[config.mk]
export PLATFORM = sky130hd
export DESIGN_NAME = pin_conditioner
export DESIGN_NICKNAME = d
export VERILOG_FILES = /design/src/rtl/pinc_pkg.sv /design/src/rtl/pinc_sync.sv /design/src/rtl/pinc_change.sv /design/src/rtl/pinc_pending.sv /design/src/rtl/pinc_ctrl.sv /design/src/rtl/pin_conditioner.sv
export SDC_FILE = /design/constraint.sdc
export NUM_CORES = 1
export LEC_CHECK = 0
export ABC_AREA = 1
export BUFFER_PORTS_ARGS = -buffer_cell sky130_fd_sc_hd__buf_2
export CAP_MARGIN = 10
export CORE_MARGIN = 4
export CORE_UTILIZATION = 50
export CTS_CLUSTER_DIAMETER = 200
export DETAILED_ROUTE_END_ITERATION = 10
export PLACE_DENSITY = 0.7
export SYNTH_ARGS = -nofsm -noshare
export SYNTH_HDL_FRONTEND = slang
export SYNTH_SLANG_ARGS = --single-unit
export TNS_END_PERCENT = 30
[constraint.sdc]
create_clock -name clk -period 2.3 [get_ports clk]
set_input_delay 0.115 -clock clk [delete_from_list [all_inputs] [get_ports clk]]
set_output_delay 0.115 -clock clk [all_outputs]
set_load 0.1 [all_outputs]
[src/rtl/pinc_pkg.sv]
package pinc_pkg;

    // Pin positions inside the pin vector.
    localparam int PIN_EXT      = 0;
    localparam int PIN_SMI      = 1;
    localparam int PIN_MCHK     = 2;
    localparam int PIN_CKSTOP   = 3;
    localparam int PIN_HRESET   = 4;
    localparam int PIN_SRESET   = 5;
    localparam int PIN_TBEN     = 6;
    localparam int DEFINED_PINS = 7;

    // Pending mask layout.
    localparam int PEND_EXT    = 0;
    localparam int PEND_SMI    = 1;
    localparam int PEND_MCHK   = 2;
    localparam int PEND_SRESET = 3;
    localparam int PEND_COUNT  = 4;

    typedef enum logic [1:0] {
        SENSE_LEVEL = 2'd0,
        SENSE_FALL  = 2'd1,
        SENSE_CTRL  = 2'd2
    } sense_e;

    typedef struct packed {
        logic halt;
        logic sysrst_req;
        logic tb_run;
    } core_ctl_t;

    // Which pin feeds a given pending bit.
    function automatic int pend_src(input int b);
        case (b)
            PEND_EXT:  return PIN_EXT;
            PEND_SMI:  return PIN_SMI;
            PEND_MCHK: return PIN_MCHK;
            default:   return PIN_SRESET;
        endcase
    endfunction

    // Sensitivity class of a defined pin.
    function automatic sense_e pin_sense(input int p);
        case (p)
            PIN_EXT, PIN_SMI, PIN_SRESET: return SENSE_LEVEL;
            PIN_MCHK:                     return SENSE_FALL;
            default:                      return SENSE_CTRL;
        endcase
    endfunction

endpackage

[src/rtl/pinc_sync.sv]
module pinc_sync #(
    parameter int WIDTH = 8
) (
    input  logic             clk,
    input  logic             rst,
    input  logic [WIDTH-1:0] async_i,
    output logic [WIDTH-1:0] sync_o
);
    logic [WIDTH-1:0] stage1_q;
    logic [WIDTH-1:0] stage2_q;

    always_ff @(posedge clk) begin
        if (rst) begin
            stage1_q <= '0;
            stage2_q <= '0;
        end else begin
            stage1_q <= async_i;
            stage2_q <= stage1_q;
        end
    end

    assign sync_o = stage2_q;
endmodule

[src/rtl/pinc_change.sv]
module pinc_change
    import pinc_pkg::*;
#(
    parameter int NUM_PINS = 8
) (
    input  logic                clk,
    input  logic                rst,
    input  logic [NUM_PINS-1:0] sync_i,
    output logic [NUM_PINS-1:0] rise_o,
    output logic [NUM_PINS-1:0] fall_o
);
    for (genvar i = 0; i < NUM_PINS; i++) begin : g_pin
        if (i < DEFINED_PINS) begin : g_def
            logic level_q;

            always_ff @(posedge clk) begin
                if (rst) level_q <= 1'b0;
                else     level_q <= sync_i[i];
            end

            assign rise_o[i] = sync_i[i] & ~level_q;
            assign fall_o[i] = ~sync_i[i] & level_q;


            no_double_rise_chk: assert property (@(posedge clk) disable iff (rst)
                rise_o[i] |=> !rise_o[i]);
        end else begin : g_undef
            logic unused_pin;
            assign unused_pin = sync_i[i];
            assign rise_o[i]  = 1'b0;
            assign fall_o[i]  = 1'b0;
        end
    end
endmodule

[src/rtl/pinc_pending.sv]
module pinc_pending
    import pinc_pkg::*;
#(
    parameter int NUM_PINS = 8
) (
    input  logic                  clk,
    input  logic                  rst,
    input  logic [NUM_PINS-1:0]   rise_i,
    input  logic [NUM_PINS-1:0]   fall_i,
    input  logic [PEND_COUNT-1:0] ack_i,
    output logic [PEND_COUNT-1:0] pend_o
);
    logic [PEND_COUNT-1:0] pend_q;
    logic                  unused_ev;

    assign unused_ev = ^{rise_i, fall_i};

    for (genvar b = 0; b < PEND_COUNT; b++) begin : g_bit
        localparam int SRC = pend_src(b);
        logic set_w;
        logic clr_w;

        if (pin_sense(SRC) == SENSE_FALL) begin : g_fall
            assign set_w = fall_i[SRC];
            assign clr_w = ack_i[b];


            mchk_rise_ignored_chk: assert property (@(posedge clk) disable iff (rst)
                (rise_i[SRC] && !pend_q[b] && !ack_i[b]) |=> !pend_q[b]);
        end else begin : g_level
            assign set_w = rise_i[SRC];
            assign clr_w = fall_i[SRC] | ack_i[b];


            level_set_chk: assert property (@(posedge clk) disable iff (rst)
                rise_i[SRC] |=> pend_q[b]);
        end

        always_ff @(posedge clk) begin
            if (rst)        pend_q[b] <= 1'b0;
            else if (set_w) pend_q[b] <= 1'b1;
            else if (clr_w) pend_q[b] <= 1'b0;
        end
    end

    assign pend_o = pend_q;


    ack_onehot_chk: assert property (@(posedge clk) disable iff (rst)
        $onehot0(ack_i));
endmodule

[src/rtl/pinc_ctrl.sv]
module pinc_ctrl
    import pinc_pkg::*;
#(
    parameter int NUM_PINS = 8,
    parameter int TB_W     = 64
) (
    input  logic                clk,
    input  logic                rst,
    input  logic [NUM_PINS-1:0] rise_i,
    input  logic [NUM_PINS-1:0] fall_i,
    output core_ctl_t           ctl_o,
    output logic [TB_W-1:0]     tb_count_o
);
    core_ctl_t       ctl_q;
    logic [TB_W-1:0] tb_cnt_q;
    logic            unused_ev;

    assign unused_ev = ^{rise_i, fall_i};

    always_ff @(posedge clk) begin
        if (rst) begin
            ctl_q    <= '0;
            tb_cnt_q <= '0;
        end else begin
            if (rise_i[PIN_CKSTOP]) ctl_q.halt <= 1'b1;
            ctl_q.sysrst_req <= rise_i[PIN_HRESET];
            if (rise_i[PIN_TBEN])      ctl_q.tb_run <= 1'b1;
            else if (fall_i[PIN_TBEN]) ctl_q.tb_run <= 1'b0;
            if (ctl_q.tb_run) tb_cnt_q <= tb_cnt_q + 1'b1;
        end
    end

    assign ctl_o      = ctl_q;
    assign tb_count_o = tb_cnt_q;


    halt_sticky_chk: assert property (@(posedge clk) disable iff (rst)
        ctl_q.halt |=> ctl_q.halt);


    sysrst_pulse_chk: assert property (@(posedge clk) disable iff (rst)
        ctl_q.sysrst_req |=> !ctl_q.sysrst_req);


    tb_frozen_chk: assert property (@(posedge clk) disable iff (rst)
        !ctl_q.tb_run |=> $stable(tb_cnt_q));


    tb_step_chk: assert property (@(posedge clk) disable iff (rst)
        ctl_q.tb_run |=> (tb_cnt_q == TB_W'($past(tb_cnt_q) + 1'b1)));
endmodule

[src/rtl/pin_conditioner.sv]
module pin_conditioner
    import pinc_pkg::*;
#(
    parameter int NUM_PINS = 8,
    parameter int TB_W     = 64
) (
    input  logic                  clk,
    input  logic                  rst,
    input  logic [NUM_PINS-1:0]   pins_i,
    input  logic [PEND_COUNT-1:0] ack_i,
    output logic                  irq_o,
    output logic [PEND_COUNT-1:0] pend_o,
    output logic                  halt_o,
    output logic                  sysrst_req_o,
    output logic                  tb_run_o,
    output logic [TB_W-1:0]       tb_count_o
);
    logic [NUM_PINS-1:0] sync_w;
    logic [NUM_PINS-1:0] rise_w;
    logic [NUM_PINS-1:0] fall_w;
    core_ctl_t           ctl_w;

    pinc_sync #(.WIDTH(NUM_PINS)) u_sync (
        .clk     (clk),
        .rst     (rst),
        .async_i (pins_i),
        .sync_o  (sync_w)
    );

    pinc_change #(.NUM_PINS(NUM_PINS)) u_change (
        .clk    (clk),
        .rst    (rst),
        .sync_i (sync_w),
        .rise_o (rise_w),
        .fall_o (fall_w)
    );

    pinc_pending #(.NUM_PINS(NUM_PINS)) u_pending (
        .clk    (clk),
        .rst    (rst),
        .rise_i (rise_w),
        .fall_i (fall_w),
        .ack_i  (ack_i),
        .pend_o (pend_o)
    );

    pinc_ctrl #(.NUM_PINS(NUM_PINS), .TB_W(TB_W)) u_ctrl (
        .clk        (clk),
        .rst        (rst),
        .rise_i     (rise_w),
        .fall_i     (fall_w),
        .ctl_o      (ctl_w),
        .tb_count_o (tb_count_o)
    );

    assign irq_o        = |pend_o;
    assign halt_o       = ctl_w.halt;
    assign sysrst_req_o = ctl_w.sysrst_req;
    assign tb_run_o     = ctl_w.tb_run;


    irq_matches_mask_chk: assert property (@(posedge clk) disable iff (rst)
        $fell(irq_o) |-> (pend_o == '0));
endmodule

# Yosys cells after proc, flatten, opt, wreduce, memory -nomap -nowiden
# Index checks and enable logic that the tools add are counted.
[totals]
wordCells = 59
register_bits = 92
out_inout_bits = 72
in_bits = 14
[classes]
n_reduce_logical = 6
n_bitwise = 25
mux = 10
add_sub_neg = 1
[ops]
columns = ["cell", "count"]
rows = [
  ["adder 64 x 1 -> 64 bit (second input constant)", 1],
  ["AND 1 bit", 11],
  ["NOT 1 bit", 11],
  ["2-to-1 mux 1 bit", 10],
  ["nonzero test 2 bit", 5],
  ["OR reduction 4 bit", 1],
  ["bitwise OR 1 bit", 3],
]

# Logic depth before layout (Yosys ltp)
[depth]
word_depth = 5
ltp_mapped = 10
ltp_nobuf = 10

# Cells and area by module
# A second synthesis with hierarchy kept.
[unflattened]
hier_cells = 757
area_unflattened_um2 = 4939.7
[modules_own_cells]
columns = ["mod", "area_per_inst_um2", "n_inst", "cells_per_inst", "seq_area_each_um2"]
rows = [
  ["pinc_ctrl", 3981.3, 1, 637, 1341.3],
  ["pinc_sync", 474.2, 1, 50, 320.3],
  ["pinc_change", 290.3, 1, 45, 140.1],
  ["pinc_pending", 182.7, 1, 22, 80.1],
  ["pin_conditioner", 11.3, 1, 3, 0.0],
]

# Least setup slack after synthesis
# OpenSTA, ideal clock, no wires.
[synth_path]
path_kind = "register to register"
startpoint = "register u_ctrl.tb_cnt_q[0], in the netlist u_ctrl.tb_count_o[0]"
endpoint = "register u_ctrl.tb_cnt_q[52], in the netlist u_ctrl.tb_count_o[52]"
path_stages_with_launch = 11
synth_period_minus_slack_ns = 2.269
arrival_ns = 2.149
setup_ns = 0.119
path_buffers = 0
setup_slack_ns = 0.031
required_ns = 2.181
path_cell_list = "dfxtp_1 -> ha_1 -> nand2_2 -> nor2_4 -> nand2_4 -> nor2_8 -> nand2_2 -> nor2_2 -> nand3_1 -> nand2_1 -> nor2_1"
[synth_between]
elab_chain_cells = 1
[synth_rtl]
columns = ["item", "line", "text"]
rows = [
  ["from (decl)", "pinc_ctrl.sv:15", "logic [TB_W-1:0] tb_cnt_q;"],
  ["from (signal assigned)", "pinc_ctrl.sv:29", "if (ctl_q.tb_run) tb_cnt_q <= tb_cnt_q + 1'b1;"],
  ["adder 64 x 1 -> 64 bit", "pinc_ctrl.sv:29", ""],
]
# No other way between the ends.
# A chain may end at the register's enable or synchronous reset.

# Final worst setup path
# Ends and elaborated chain as after synthesis.

==> results by stage <==
Worst setup path:
- The kind of end point of the critical path is a flop.
- The critical path goes through ha_1, nand2_2, nor2_4, nand2_4, nor2_8, nand2_2, nor2_2, nand3_1, nand2_1, nor2_1.
- Setup slack on the worst reg-to-reg path comes out at 480 ps.
- The endpoint of the lowest-slack register-to-register path is u_ctrl.tb_count_o[52].
- The buffering stage count on the worst path with inverters included is 0.
- STA puts the critical path data required time at 2560 ps.
- The depth of the most critical reg-to-reg path is 10.
- STA classifies the critical path startpoint as a flop.
- The critical path runs through a total of 10 cells.
- In this design, the stage delay of the slowest critical-path cell is 450 ps.
- The master of the slowest instance on the critical path is dfxtp_1.
- In this run the worst path has a maximum fanout of 7.
- The kind of cell with the highest combined delay along the critical path is simple AND/OR/NAND/NOR gates.
- Data on the critical path arrives at its endpoint at 2080 ps.
- The critical path ends at u_ctrl.tb_count_o[52].
- The reg-to-reg critical path startpoint is u_ctrl.tb_count_o[0].
- The startpoint-to-endpoint class of the critical path is reg -> reg.
- The start point of the critical path is u_ctrl.tb_count_o[0].
- The most prevalent standard cell on the critical path is nand2_2.

Synthesis:
- Synthesis produced a netlist with a net count of 701.
- After synthesis the netlist holds a flip-flop and latch count of 92.
- Yosys mapped a number of flops with a built-in enable equal to 0.
- After synthesis, the share of cell area in mux cells is 0%.
- Summing the sequential cell areas from Yosys gives 40.58% of the chip area.
- The synthesized netlist devotes 0.8271% of its cell area to adder and majority cells.
- The area share of xor/xnor cells in the synthesized design is 2.316%.
- The most common flop cell mapped by yosys is dfxtp_1.
- Summing the areas of all compound-gate instances in the mapped netlist gives 8.271% of the synthesized area.
- The area fraction in and, or, nand and nor cells after synthesis is 40.89%.
- The share of synthesized registers carrying an async set or reset is 0%.
- The count of yosys warnings during synthesis is 0.
- The synthesized area divided by synthesized cell count is 6.635 µm².
- The number of unique standard cell types used by synthesis is 34.
- The count of mapped cells out of synthesis is 684.
- The mapped netlist covers 4538 µm².
- The dominant combinational cell family by area after synthesis is simple AND/OR/NAND/NOR gates.

Cells and area:
- At the end of the flow, the number of nets in the layout was 797.
- The area growth from synthesis to layout is 17.95%.
- The fraction of final layout cells with drive strength greater than 1 is 17.45%.
- In the final layout, flip-flops and latches occupy 1842 µm².
- Summing all multi-input logic gate instances after layout gives 2374 µm².
- The number of antenna diodes in the final layout is 0.
- The number of fill cells in the layout is 891.

Placed design:
- The congestion estimate from routability-driven global placement came to 0.8991.
- The total of buffers placed on input and output ports is 84.
- The detailed placement HPWL is 9368 µm.

CTS:
- The tree is rooted in a clkbuf_8.
- The number of buffers inserted by post-CTS setup repair is 0.
- After clock tree synthesis, the clock-pin slew on the worst setup and hold paths is 100 ps.
- The H-tree generated during clock tree synthesis spans 3 levels.
- In this run, post-CTS repair resized a total of 0 instances.
- The total CTS buffers is 9.
- The buffer depth of the longest clock path is 2.
- The tree built by TritonCTS fans out to 92 sinks.
- TritonCTS built the clock tree.
- The clock insertion delay at the later pin of the skew report is 370 ps.

Timing:
- The part of the cycle the worst path needs is 79.17%.
- The clock tree skew after final layout is 14.87 ps.
- The slew at the pin closest to its max-slew limit is 1133 ps.
- The maximum clock frequency is 549.2 MHz.
- The number of endpoints with negative hold slack in the final report is 0.
- The minimum clock period after layout is 1821 ps.
- In this run the tightest slew margin relative to its limit is 24.00%.
- In the final timing run, aggregate negative setup slack is 0 ps.
- Setup repair after global routing left no endpoint under its margin.
- The number of failing setup endpoints in the final timing report is 0.
- The final count of pins violating max slew is 0.

GRT:
- The residual overflow from global routing is 0.
- The via count of the first global-routing pass came to 4188.
- The first-pass GRT wire length is 19650 µm.
- The largest net degree at the start of global routing is 56.
- Global routing consumed, over all layers together, 23.57% of the routing resources.
- The number of antenna violations at the first check in global routing was 0.

Die:
- Row generation in the floorplan step produced 34 rows.
- The horizontal die dimension is 103.3 µm.
- The number of top-level pins is 86.
- The core area is 8763 µm².
- The die is 103.3 µm tall.
- The initial utilization of the core area, before any placement, comes to 51.78%.
- The die covers 10660 µm².

Power:
- The cell area power density is 545.3 nW/µm².
- For this design the static power due to leakage is 2.219 nW.
- The worst supply voltage drop on vdd is 0.0003652 V.
- The design draws 2.919 mW.

Route:
- Once detail routing completed, the nets flagged for antenna violations numbered 0.
- The iteration-0 DRC count of the detailed router is 225.
- The first TritonRoute pass finished after 5 iterations.
- The mean routed wirelength per cell is 13.70 µm.
- The vias after detailed routing is 4565.
- The DRC violation count after routing is 0.
- Dividing the detail-routed via count by the number of cells gives 5.112.
- The detailed-route wire length is 12230 µm.

Outcome:
- The run finished with clean final reports.

Flow run:
- The max capacitance violation total is 0.

Min path:
- The worst hold path belongs to the class in -> reg.
## state kept, by name (all words and copies together) (netlist names)
register,count
u_change.g_pin.g_def.level_q,7
u_ctrl.tb_count_o,64
u_sync.sync_o,7
u_ctrl.ctl_o,3
u_pending.pend_o,4
u_sync.stage1_q,7
## layout make-up
type                       count  share of cell area, %
clock buffer                  10                  2.571
clock inverter                 6                  1.122
inverter                      75                  5.259
multi-input combinational    507                  44.34
sequential                    92                  34.41
tap                          108                  2.525
timing repair buffer          95                  9.771
## worst min-delay path by stage
stage          depth (start not counted)       from             endpoint
2_1_floorplan                          2  pins_i[0]   u_sync.stage1_q[0]
4_1_cts                                4   ack_i[0]  u_pending.pend_o[0]
5_1_grt                                4   ack_i[3]  u_pending.pend_o[3]
3_5_place_dp                           3  pins_i[1]   u_sync.stage1_q[1]
6_report                               4   ack_i[3]  u_pending.pend_o[3]
3_3_place_gp                           3  pins_i[1]   u_sync.stage1_q[1]
## Yosys cell counts (2+ instances only)
| library cell | number | area (µm²) |
|---|---|---|
| xor2_1 | 11 | 96.34 |
| nor2_1 | 171 | 641.9 |
| nand3b_1 | 4 | 30.03 |
| nor3_1 | 6 | 30.03 |
| nand3_2 | 2 | 20.02 |
| nand2_1 | 160 | 600.6 |
| nand3_1 | 27 | 135.1 |
| dfxtp_1 | 92 | 1842 |
| inv_1 | 71 | 266.5 |
| nor2_2 | 11 | 68.82 |
| clkbuf_1 | 8 | 30.03 |
| o21a_1 | 3 | 22.52 |
| o21ai_1 | 5 | 25.02 |
| clkinv_1 | 3 | 11.26 |
| o21ai_0 | 17 | 85.08 |
| nand4_1 | 9 | 56.30 |
| nand2_2 | 6 | 37.54 |
| and2_1 | 4 | 25.02 |
| a21oi_1 | 44 | 220.2 |
| nor2_4 | 9 | 101.4 |
| nand2_4 | 3 | 33.78 |
| ha_1 | 3 | 37.54 |
| o21bai_1 | 2 | 15.01 |
| and3_1 | 3 | 18.77 |
## power breakdown
group	internal [mW]	switching [mW]	total (mW)
combinational	0.0460	0.135	0.181
sequential	1.61	0.0113	1.63
clock	0.456	0.656	1.11
total	2.12	0.802	2.92
## logic make-up after synthesis
kind of cell	count (synthesis)
buf+inv	85
compound gates	72
flops	92
xor+xnor	12
fa+ha+maj	3
simple gates	420
## through the flow
stage	utilization [%]	hold WS [ps]	instance area (µm²)	instances	worst slack, ps
after floorplan	-	222.0	4538	684	31.38
after global placement	57.91	313.7	5075	869	553.6
after detailed placement	57.91	319.8	5075	869	516.0
after CTS	61.08	35.47	5353	893	496.3
after global routing	61.08	40.73	5353	893	341.1
final	61.08	44.87	5353	893	479.0
## metal layers
| metal | global-route usage, % | routed length (µm) |
|---|---|---|
| met1 | 31.74 | 5569 |
| met2 | 38.92 | 5712 |
| met3 | 2.683 | 686 |
| met4 | 8.865 | 262 |
| met5 | 0 | 0 |
## tightest hold or removal path, delay by kind of cell
kind                   cells  cell delay [ps]
buffers and inverters      1               80
AO/OA/AOI/OAI              2              140
AND/OR/NAND/NOR            1               40
## cells in the final DEF (no fill, tap or decap), types with 2 or more instances in the layout
master	n
nand4_1	9
and3_1	3
a21oi_1	44
nor3_1	6
o21a_1	3
nand3_1	27
nor2_1	171
dfxtp_1	92
ha_1	3
inv_6	2
nand2_4	3
o21ai_0	17
buf_4	3
o21bai_1	2
nor2_4	9
nand3_2	2
nand3b_1	4
inv_8	3
and2_1	4
nor2_2	11
dlygate4sd3_1	8
o21ai_1	5
inv_1	71
nand2_1	160
nand2_2	6
clkbuf_8	10
clkinv_1	3
xor2_1	11
buf_2	84
## repair_timing
item	in CTS	in global routing
endpoints found under the hold margin	8	0
endpoints found under the setup margin	0	0
hold buffers	8	0
Power figures use the tool's default switching activity.
